--- src/rtl/flash_ctl_pkg.sv ---
package flash_ctl_pkg;

  typedef enum logic [1:0] {
    OP_PROG = 2'd0,
    OP_CHIP = 2'd1,
    OP_SECT = 2'd2,
    OP_BAD  = 2'd3
  } op_e;

  typedef enum logic [1:0] {
    V_RETRY = 2'd0,
    V_LATE  = 2'd1,
    V_PASS  = 2'd2,
    V_FAIL  = 2'd3
  } verdict_e;

  localparam logic [15:0] UNLK_ADDR_A = 16'h5555;
  localparam logic [15:0] UNLK_ADDR_B = 16'h2AAA;
  localparam logic [7:0]  UNLK_DATA_A = 8'hAA;
  localparam logic [7:0]  UNLK_DATA_B = 8'h55;
  localparam logic [7:0]  CMD_PROG    = 8'hA0;
  localparam logic [7:0]  CMD_ERSETUP = 8'h80;
  localparam logic [7:0]  CMD_CHIP    = 8'h10;
  localparam logic [7:0]  CMD_SECT    = 8'h30;
  localparam logic [7:0]  CMD_RESET   = 8'hF0;

endpackage

--- src/rtl/flash_bus_cycler.sv ---
module flash_bus_cycler #(
  parameter int AW      = 19,
  parameter int T_SETUP = 2,
  parameter int T_PULSE = 3,
  parameter int T_HOLD  = 2,
  parameter int T_READ  = 3
) (
  input  logic          clk,
  input  logic          rst,
  input  logic          start,
  input  logic          rd,
  input  logic [AW-1:0] addr_i,
  input  logic [7:0]    data_i,
  output logic          ack,
  output logic [7:0]    rdata,
  output logic [AW-1:0] fl_addr,
  output logic [7:0]    fl_dout,
  output logic          fl_doe,
  input  logic [7:0]    fl_din,
  output logic          fl_ce_n,
  output logic          fl_we_n,
  output logic          fl_oe_n
);

  localparam int TMAX1 = (T_SETUP > T_PULSE) ? T_SETUP : T_PULSE;
  localparam int TMAX2 = (T_HOLD > T_READ) ? T_HOLD : T_READ;
  localparam int TMAX  = (TMAX1 > TMAX2) ? TMAX1 : TMAX2;
  localparam int CW    = $clog2(TMAX + 1);

  typedef enum logic [2:0] {
    C_IDLE, C_SETUP, C_PULSE, C_HOLD, C_READ, C_REC
  } cyc_e;

  cyc_e          state;
  logic [CW-1:0] cnt;

  always_ff @(posedge clk) begin
    if (rst) begin
      state   <= C_IDLE;
      cnt     <= '0;
      ack     <= 1'b0;
      rdata   <= '0;
      fl_addr <= '0;
      fl_dout <= '0;
      fl_doe  <= 1'b0;
      fl_ce_n <= 1'b1;
      fl_we_n <= 1'b1;
      fl_oe_n <= 1'b1;
    end else begin
      ack <= 1'b0;
      case (state)
        C_IDLE: begin
          if (start) begin
            fl_addr <= addr_i;
            fl_dout <= data_i;
            fl_ce_n <= 1'b0;
            cnt     <= '0;
            if (rd) begin
              fl_oe_n <= 1'b0;
              state   <= C_READ;
            end else begin
              fl_doe <= 1'b1;
              state  <= C_SETUP;
            end
          end
        end
        C_SETUP: begin
          if (cnt == CW'(T_SETUP - 1)) begin
            cnt     <= '0;
            fl_we_n <= 1'b0;
            state   <= C_PULSE;
          end else begin
            cnt <= cnt + 1'b1;
          end
        end
        C_PULSE: begin
          if (cnt == CW'(T_PULSE - 1)) begin
            cnt     <= '0;
            fl_we_n <= 1'b1;
            state   <= C_HOLD;
          end else begin
            cnt <= cnt + 1'b1;
          end
        end
        C_HOLD: begin
          if (cnt == CW'(T_HOLD - 1)) begin
            cnt     <= '0;
            fl_ce_n <= 1'b1;
            fl_doe  <= 1'b0;
            state   <= C_REC;
          end else begin
            cnt <= cnt + 1'b1;
          end
        end
        C_READ: begin
          if (cnt == CW'(T_READ - 1)) begin
            cnt     <= '0;
            rdata   <= fl_din;
            fl_oe_n <= 1'b1;
            fl_ce_n <= 1'b1;
            state   <= C_REC;
          end else begin
            cnt <= cnt + 1'b1;
          end
        end
        default: begin
          ack   <= 1'b1;
          state <= C_IDLE;
        end
      endcase
    end
  end

  // Independent low-time counter for write enable
  logic [7:0] we_lo_cnt;
  always_ff @(posedge clk) begin
    if (rst)           we_lo_cnt <= '0;
    else if (!fl_we_n) we_lo_cnt <= we_lo_cnt + 1'b1;
    else               we_lo_cnt <= '0;
  end

  assert_pulse_width_R5: assert property (@(posedge clk) disable iff (rst)
    $rose(fl_we_n) |-> (we_lo_cnt == 8'(T_PULSE)));

  assert_no_rw_overlap_R5: assert property (@(posedge clk) disable iff (rst)
    !(!fl_we_n && !fl_oe_n));

  assert_bus_stable_R5: assert property (@(posedge clk) disable iff (rst)
    (!fl_ce_n && $past(!fl_ce_n)) |-> ($stable(fl_addr) && $stable(fl_dout)));

  assert_we_inside_ce_R5: assert property (@(posedge clk) disable iff (rst)
    !fl_we_n |-> !fl_ce_n);

  assert_read_data_known_R6: assert property (@(posedge clk) disable iff (rst)
    (state == C_READ && cnt == CW'(T_READ - 1)) |-> !$isunknown(fl_din));

endmodule

--- src/rtl/flash_cmd_rom.sv ---
module flash_cmd_rom
  import flash_ctl_pkg::*;
#(
  parameter int AW      = 19,
  parameter int SW      = 3,
  parameter int SEC_LSB = 16
) (
  input  op_e           op,
  input  logic [2:0]    step,
  input  logic [AW-1:0] tgt_addr,
  input  logic [7:0]    tgt_data,
  input  logic [SW-1:0] sec,
  output logic [AW-1:0] cmd_addr,
  output logic [7:0]    cmd_data
);

  localparam logic [AW-1:0] ADDR_A = AW'(UNLK_ADDR_A);
  localparam logic [AW-1:0] ADDR_B = AW'(UNLK_ADDR_B);

  logic [AW-1:0] sec_base;
  assign sec_base = AW'(sec) << SEC_LSB;

  always_comb begin
    case (step)
      3'd0: begin cmd_addr = ADDR_A; cmd_data = UNLK_DATA_A; end
      3'd1: begin cmd_addr = ADDR_B; cmd_data = UNLK_DATA_B; end
      3'd2: begin
        cmd_addr = ADDR_A;
        cmd_data = (op == OP_PROG) ? CMD_PROG : CMD_ERSETUP;
      end
      3'd3: begin
        if (op == OP_PROG) begin
          cmd_addr = tgt_addr;
          cmd_data = tgt_data;
        end else begin
          cmd_addr = ADDR_A;
          cmd_data = UNLK_DATA_A;
        end
      end
      3'd4: begin cmd_addr = ADDR_B; cmd_data = UNLK_DATA_B; end
      default: begin
        if (op == OP_CHIP) begin
          cmd_addr = ADDR_A;
          cmd_data = CMD_CHIP;
        end else begin
          cmd_addr = sec_base;
          cmd_data = CMD_SECT;
        end
      end
    endcase
  end

endmodule

--- src/rtl/flash_poll_eval.sv ---
module flash_poll_eval
  import flash_ctl_pkg::*;
(
  input  logic     clk,
  input  logic     rst,
  input  logic     rd_valid,
  input  logic [7:0] status,
  input  logic     exp7,
  input  logic     late_seen,
  output verdict_e verdict
);

  // A bit 7 match wins over the time-limit flag in the same byte
  always_comb begin
    if (status[7] == exp7)  verdict = V_PASS;
    else if (late_seen)     verdict = V_FAIL;
    else if (status[5])     verdict = V_LATE;
    else                    verdict = V_RETRY;
  end

  assert_status_known_R6: assert property (@(posedge clk) disable iff (rst)
    rd_valid |-> !$isunknown(status));

endmodule

--- src/rtl/flash_prog_ctrl.sv ---
module flash_prog_ctrl
  import flash_ctl_pkg::*;
#(
  parameter int AW      = 19,
  parameter int NSEC    = 8,
  parameter int T_SETUP = 2,
  parameter int T_PULSE = 3,
  parameter int T_HOLD  = 2,
  parameter int T_READ  = 3
) (
  input  logic            clk,
  input  logic            rst,
  input  logic            req_valid,
  input  logic [1:0]      req_op,
  input  logic [AW-1:0]   req_addr,
  input  logic [7:0]      req_data,
  input  logic [NSEC-1:0] req_sec_mask,
  output logic            idle,
  output logic            done,
  output logic            pass,
  output logic [AW-1:0]   fl_addr,
  output logic [7:0]      fl_dout,
  output logic            fl_doe,
  input  logic [7:0]      fl_din,
  output logic            fl_ce_n,
  output logic            fl_we_n,
  output logic            fl_oe_n
);

  localparam int SW      = (NSEC > 1) ? $clog2(NSEC) : 1;
  localparam int SEC_LSB = AW - SW;

  typedef enum logic [2:0] {
    S_IDLE, S_WISSUE, S_WWAIT, S_RISSUE, S_RWAIT, S_XISSUE, S_XWAIT, S_FIN
  } st_e;

  function automatic logic [SW-1:0] low_idx(input logic [NSEC-1:0] m);
    logic [SW-1:0] r;
    r = '0;
    for (int i = NSEC - 1; i >= 0; i--) begin
      if (m[i]) r = SW'(i);
    end
    return r;
  endfunction

  st_e             state;
  op_e             op_q;
  logic [AW-1:0]   addr_q, poll_addr;
  logic [7:0]      data_q;
  logic [NSEC-1:0] rem_mask;
  logic [2:0]      step;
  logic            exp7, late_seen, done_r, pass_r;

  logic [SW-1:0]   cur_sec;
  logic [2:0]      last_step;
  logic            more_secs;
  logic [AW-1:0]   cmd_addr;
  logic [7:0]      cmd_data;
  logic            cyc_start, cyc_rd, cyc_ack;
  logic [AW-1:0]   cyc_addr;
  logic [7:0]      cyc_data, cyc_rdata;
  verdict_e        verdict;

  assign cur_sec   = low_idx(rem_mask);
  assign last_step = (op_q == OP_PROG) ? 3'd3 : 3'd5;
  assign more_secs = |(rem_mask & (rem_mask - 1'b1));

  flash_cmd_rom #(.AW(AW), .SW(SW), .SEC_LSB(SEC_LSB)) u_rom (
    .op(op_q), .step(step), .tgt_addr(addr_q), .tgt_data(data_q),
    .sec(cur_sec), .cmd_addr(cmd_addr), .cmd_data(cmd_data)
  );

  always_comb begin
    cyc_start = (state == S_WISSUE) || (state == S_RISSUE) || (state == S_XISSUE);
    cyc_rd    = (state == S_RISSUE);
    cyc_addr  = cmd_addr;
    cyc_data  = cmd_data;
    if (state == S_RISSUE) begin
      cyc_addr = poll_addr;
    end else if (state == S_XISSUE) begin
      cyc_addr = '0;
      cyc_data = CMD_RESET;
    end
  end

  flash_bus_cycler #(
    .AW(AW), .T_SETUP(T_SETUP), .T_PULSE(T_PULSE), .T_HOLD(T_HOLD), .T_READ(T_READ)
  ) u_cyc (
    .clk(clk), .rst(rst), .start(cyc_start), .rd(cyc_rd),
    .addr_i(cyc_addr), .data_i(cyc_data), .ack(cyc_ack), .rdata(cyc_rdata),
    .fl_addr(fl_addr), .fl_dout(fl_dout), .fl_doe(fl_doe), .fl_din(fl_din),
    .fl_ce_n(fl_ce_n), .fl_we_n(fl_we_n), .fl_oe_n(fl_oe_n)
  );

  flash_poll_eval u_eval (
    .clk(clk), .rst(rst), .rd_valid(cyc_ack && state == S_RWAIT),
    .status(cyc_rdata), .exp7(exp7), .late_seen(late_seen), .verdict(verdict)
  );

  always_ff @(posedge clk) begin
    if (rst) begin
      state     <= S_IDLE;
      op_q      <= OP_PROG;
      addr_q    <= '0;
      data_q    <= '0;
      poll_addr <= '0;
      rem_mask  <= '0;
      step      <= '0;
      exp7      <= 1'b0;
      late_seen <= 1'b0;
      done_r    <= 1'b0;
      pass_r    <= 1'b0;
    end else begin
      done_r <= 1'b0;
      case (state)
        S_IDLE: begin
          if (req_valid) begin
            op_q      <= op_e'(req_op);
            addr_q    <= req_addr;
            data_q    <= req_data;
            rem_mask  <= req_sec_mask;
            step      <= '0;
            late_seen <= 1'b0;
            case (op_e'(req_op))
              OP_PROG: begin
                poll_addr <= req_addr;
                exp7      <= req_data[7];
                state     <= S_WISSUE;
              end
              OP_CHIP: begin
                poll_addr <= '0;
                exp7      <= 1'b1;
                state     <= S_WISSUE;
              end
              OP_SECT: begin
                poll_addr <= AW'(low_idx(req_sec_mask)) << SEC_LSB;
                exp7      <= 1'b1;
                if (req_sec_mask == '0) begin
                  pass_r <= 1'b0;
                  state  <= S_FIN;
                end else begin
                  state <= S_WISSUE;
                end
              end
              default: begin
                pass_r <= 1'b0;
                state  <= S_FIN;
              end
            endcase
          end
        end
        S_WISSUE: state <= S_WWAIT;
        S_WWAIT: begin
          if (cyc_ack) begin
            if (step != last_step) begin
              step  <= step + 1'b1;
              state <= S_WISSUE;
            end else if (op_q == OP_SECT && more_secs) begin
              rem_mask <= rem_mask & (rem_mask - 1'b1);
              state    <= S_WISSUE;
            end else begin
              state <= S_RISSUE;
            end
          end
        end
        S_RISSUE: state <= S_RWAIT;
        S_RWAIT: begin
          if (cyc_ack) begin
            case (verdict)
              V_PASS: begin pass_r <= 1'b1; state <= S_FIN; end
              V_LATE: begin late_seen <= 1'b1; state <= S_RISSUE; end
              V_FAIL: state <= S_XISSUE;
              default: state <= S_RISSUE;
            endcase
          end
        end
        S_XISSUE: state <= S_XWAIT;
        S_XWAIT: begin
          if (cyc_ack) begin
            pass_r <= 1'b0;
            state  <= S_FIN;
          end
        end
        default: begin
          done_r <= 1'b1;
          state  <= S_IDLE;
        end
      endcase
    end
  end

  assign idle = (state == S_IDLE);
  assign done = done_r;
  assign pass = pass_r;

  assert_done_single_R9: assert property (@(posedge clk) disable iff (rst)
    done |=> !done);

  assert_idle_bus_quiet_R1: assert property (@(posedge clk) disable iff (rst)
    idle |-> (fl_ce_n && fl_we_n && fl_oe_n));

  assert_busy_no_accept_R9: assert property (@(posedge clk) disable iff (rst)
    (!idle && !done && $past(!idle)) |-> $stable(op_q));

endmodule

--- config.mk ---
export PLATFORM = sky130hd
export DESIGN_NAME = flash_prog_ctrl
export DESIGN_NICKNAME = d
export VERILOG_FILES = /design/src/rtl/flash_ctl_pkg.sv /design/src/rtl/flash_bus_cycler.sv /design/src/rtl/flash_cmd_rom.sv /design/src/rtl/flash_poll_eval.sv /design/src/rtl/flash_prog_ctrl.sv
export SDC_FILE = /design/constraint.sdc
export NUM_CORES = 1
export LEC_CHECK = 0
export CELL_PAD_IN_SITES_DETAIL_PLACEMENT = 1
export CELL_PAD_IN_SITES_GLOBAL_PLACEMENT = 1
export CORE_UTILIZATION = 39
export CTS_CLUSTER_SIZE = 16
export DETAILED_ROUTE_END_ITERATION = 16
export MAX_ROUTING_LAYER = met4
export PLACE_DENSITY_LB_ADDON = 0.1
export SYNTH_ARGS = -nofsm -noshare
export SYNTH_HDL_FRONTEND = slang
export SYNTH_SLANG_ARGS = --single-unit
--- constraint.sdc ---
create_clock -name clk -period 2.55 [get_ports clk]
set_input_delay 0.51 -clock clk [delete_from_list [all_inputs] [get_ports clk]]
set_output_delay 0.51 -clock clk [all_outputs]
set_load 0.005 [all_outputs]
==> impl_metrics.tcl <==
set metrics [dict create \
    status "completed" \
    grt_pass1_wl_mm 24.44 \
    overflow 0 \
    vias 4872 \
    cts_root_buf "clkbuf_16" \
    clk_pin_slew_ns 0.07 \
    n_fill_cell 1568 \
    drc 0 \
    yosysSeqAreaShare 0.4169 \
    cts.htree.levels 3 \
    synth_edf_count 0 \
    fin_nets 755 \
    ys_types 64 \
    yosysWarnings 0 \
    finalSetupViolations 0 \
    start_kind "register" \
    cts_hold_buf 0 \
    p_per_area_mw_per_mm2 956.7 \
    netlist_instances 634 \
    period_minus_slack_ns 2.278 \
    rsz0062_at_grt "false" \
    ys_seq_elements 105 \
    dp_hpwl_mm 10.17 \
    io_pins 82 \
    track_usage 0.2427 \
    drv_cap 0 \
    crit_arrival_ns 1.77 \
    syn_to_final_growth_pct 24.22 \
    cts_buffers 9 \
    start_util 0.3996 \
    skew_ns 0.009997 \
    maxSlewHeadroom 0.5476 \
    cp.required_ns 2.04 \
    rows 41 \
    postSynthAreaPerCell_um2 7.953 \
    ff_latch_area_mm2 0.002102 \
    crit_path_end_kind "output pin" \
    period_share 0.8934 \
    p_leak_nw 2.248 \
    hold_path.class "reg2reg" \
    die_area_mm2 0.01339 \
    clockBufferDepth 2 \
    finalNonFillerCells 875 \
    grt_max_degree 63 \
    antenna_found_initial 0 \
    drive_gt1_frac 0.08677 \
    placed_cells 859 \
    insertion_delay_ns 0.36 \
    gp_congestion 0.8192 \
    drt_iter0_drc 292 \
    grt_pass1_vias 4977 \
    max_freq_mhz 438.9 \
    antenna_cells 0 \
    maxSlewViolCount 0 \
    synth_area_mm2 0.005042 \
    tightest_slew_ns 0.6786 \
    portBuffers 75 \
    dr.pass1.iters 4 \
    critical_path_class "reg2out" \
    drt_wl_total_mm 14.93 \
    vias_per_cell 5.568 \
    cts_sinks 105 \
    dp_slack_ns 0.1329 \
    die_x_um 115.7 \
    dieHeight_um 115.7 \
    ant_nets 0 \
    routedWlPerCell_um 17.06 \
    cts_tree "yes" \
    multiInputGateArea_mm2 0.002610 \
    hold_viol 0 \
    timing.setup.tns_ns 0 \
    synthFlopType "dfxtp_1" \
    coreArea_mm2 0.01262 \
    setup_slack_ns 0.2717 \
    async_flop_share 0 \
    peakVddDrop_v 0.0003996 \
    syn_nets 691 \
    critPathMaxFanout 14 \
]
==> placed cells by master, fill, tap and decap left out, drive strengths merged, types with 3 or more instances in the layout <==
cell and instances:
a311oi 13, o21ai 28, buf 28, nor3 16
a21oi 79, nand2 105, or3 5, clkdlybuf4s50 74
nor4 4, or2 4, o22ai 3, a31oi 5
nor2 68, a211oi 17, a221oi 7, and2 4
nand2b 6, mux2i 5, a22oi 9, ha 9
nand3 24, o21a 8, o311ai 3, dfxtp 105
inv 19, nor2b 3, clkbuf 10
==> sequential cells by signal (all words and copies together) (netlist names), 2 cells and up <==
name	cells
addr_q	19
data_q	8
op_q	2
poll_addr	19
rem_mask	8
state	3
step	3
u_cyc.cnt	2
u_cyc.fl_addr	19
u_cyc.fl_dout	8
u_cyc.rdata	2
u_cyc.state	3
==> cell usage after synthesis, types with 8 or more instances <==
library cell    n  share of area
a311oi_1       13          0.023
nand2_1       105          0.078
nor2_1         68          0.051
o21ai_0        26          0.026
clkbuf_1       33          0.025
dfxtp_1       105           0.42
nor3_1         15          0.015
inv_1          16          0.012
a211oi_1       17          0.025
nand3_1        24          0.024
ha_1            9          0.022
a22oi_1         9          0.013
o21a_1          8          0.012
a21oi_1        79          0.078
==> power breakdown <==
group / total, W / leakage (nW) / internal (W) / switching [W]
logic: 0.00216 / 1.23 / 0.000951 / 0.00121
registers: 0.00228 / 0.857 / 0.00196 / 0.000321
clock network: 0.00155 / 0.156 / 0.000876 / 0.000674
==> cell families (layout without fill, tap and decap cells) <==
logic type      count (synthesis)  in the layout  synth area share
simple gates                  248            248            0.2196
compound gates                195            195            0.2511
flops                         105            105            0.4169
buf+inv                        65            134           0.06675
fa+ha+maj                      10             10           0.02432
mux                             7              7           0.01439
xor+xnor                        4              4          0.006949
==> cell type report <==
type | count | area share
Inverter | 16 | 0.009588
Sequential cell | 105 | 0.3356
Multi-Input combinational cell | 464 | 0.4167
Clock buffer | 10 | 0.03656
Tap cell | 172 | 0.03436
Clock inverter | 6 | 0.01538
Timing Repair Buffer | 102 | 0.1518
==> critical path, cell delays in order, from the launching register on <==
cell	delay, ns
dfxtp_1	0.48
nor3_2	0.37
clkdlybuf4s50_1	0.57
==> layer usage <==
metal	share of wire	global-route usage	vias to the layer above	routed length (µm)
met5	0	-	-	0
met4	0.013	0.07350	0	195
met3	0.032	0.03086	14	481
met2	0.48	0.3996	84	7134
met1	0.48	0.3110	2393	7117
li1	-	-	2381	-
==> stage by stage <==
step                      power [W]  area (µm²)  utilization  hold WS [ns]
after global routing       0.006366        6264       0.4963        0.4736
after global placement     0.004404        5936       0.4704        0.4381
after CTS                  0.006041        6261       0.4961        0.4578
after detailed placement   0.004485        5936       0.4704        0.4463
after floorplan            0.003683        5042            -        0.4320
final                      0.005992        6264       0.4963        0.4559
==> repair_timing <==
item,4_1_cts,5_1_grt
hold endpoints to repair,0,0
setup endpoints to repair,0,4
buffers inserted,0,0
resized for setup,0,2
==> path summary, 6_finish.rpt <==
path | start | to | slack (ns) | cells past startpoint
setup reg to reg | step[0] | u_cyc.fl_addr[17] | 0.29 | 8
setup / recovery | state[1] | idle | 0.27 | 2
hold reg to reg | pass | pass | 0.46 | 2
hold / removal | pass | pass | 0.46 | 2
(Power assumes the default switching activity.)
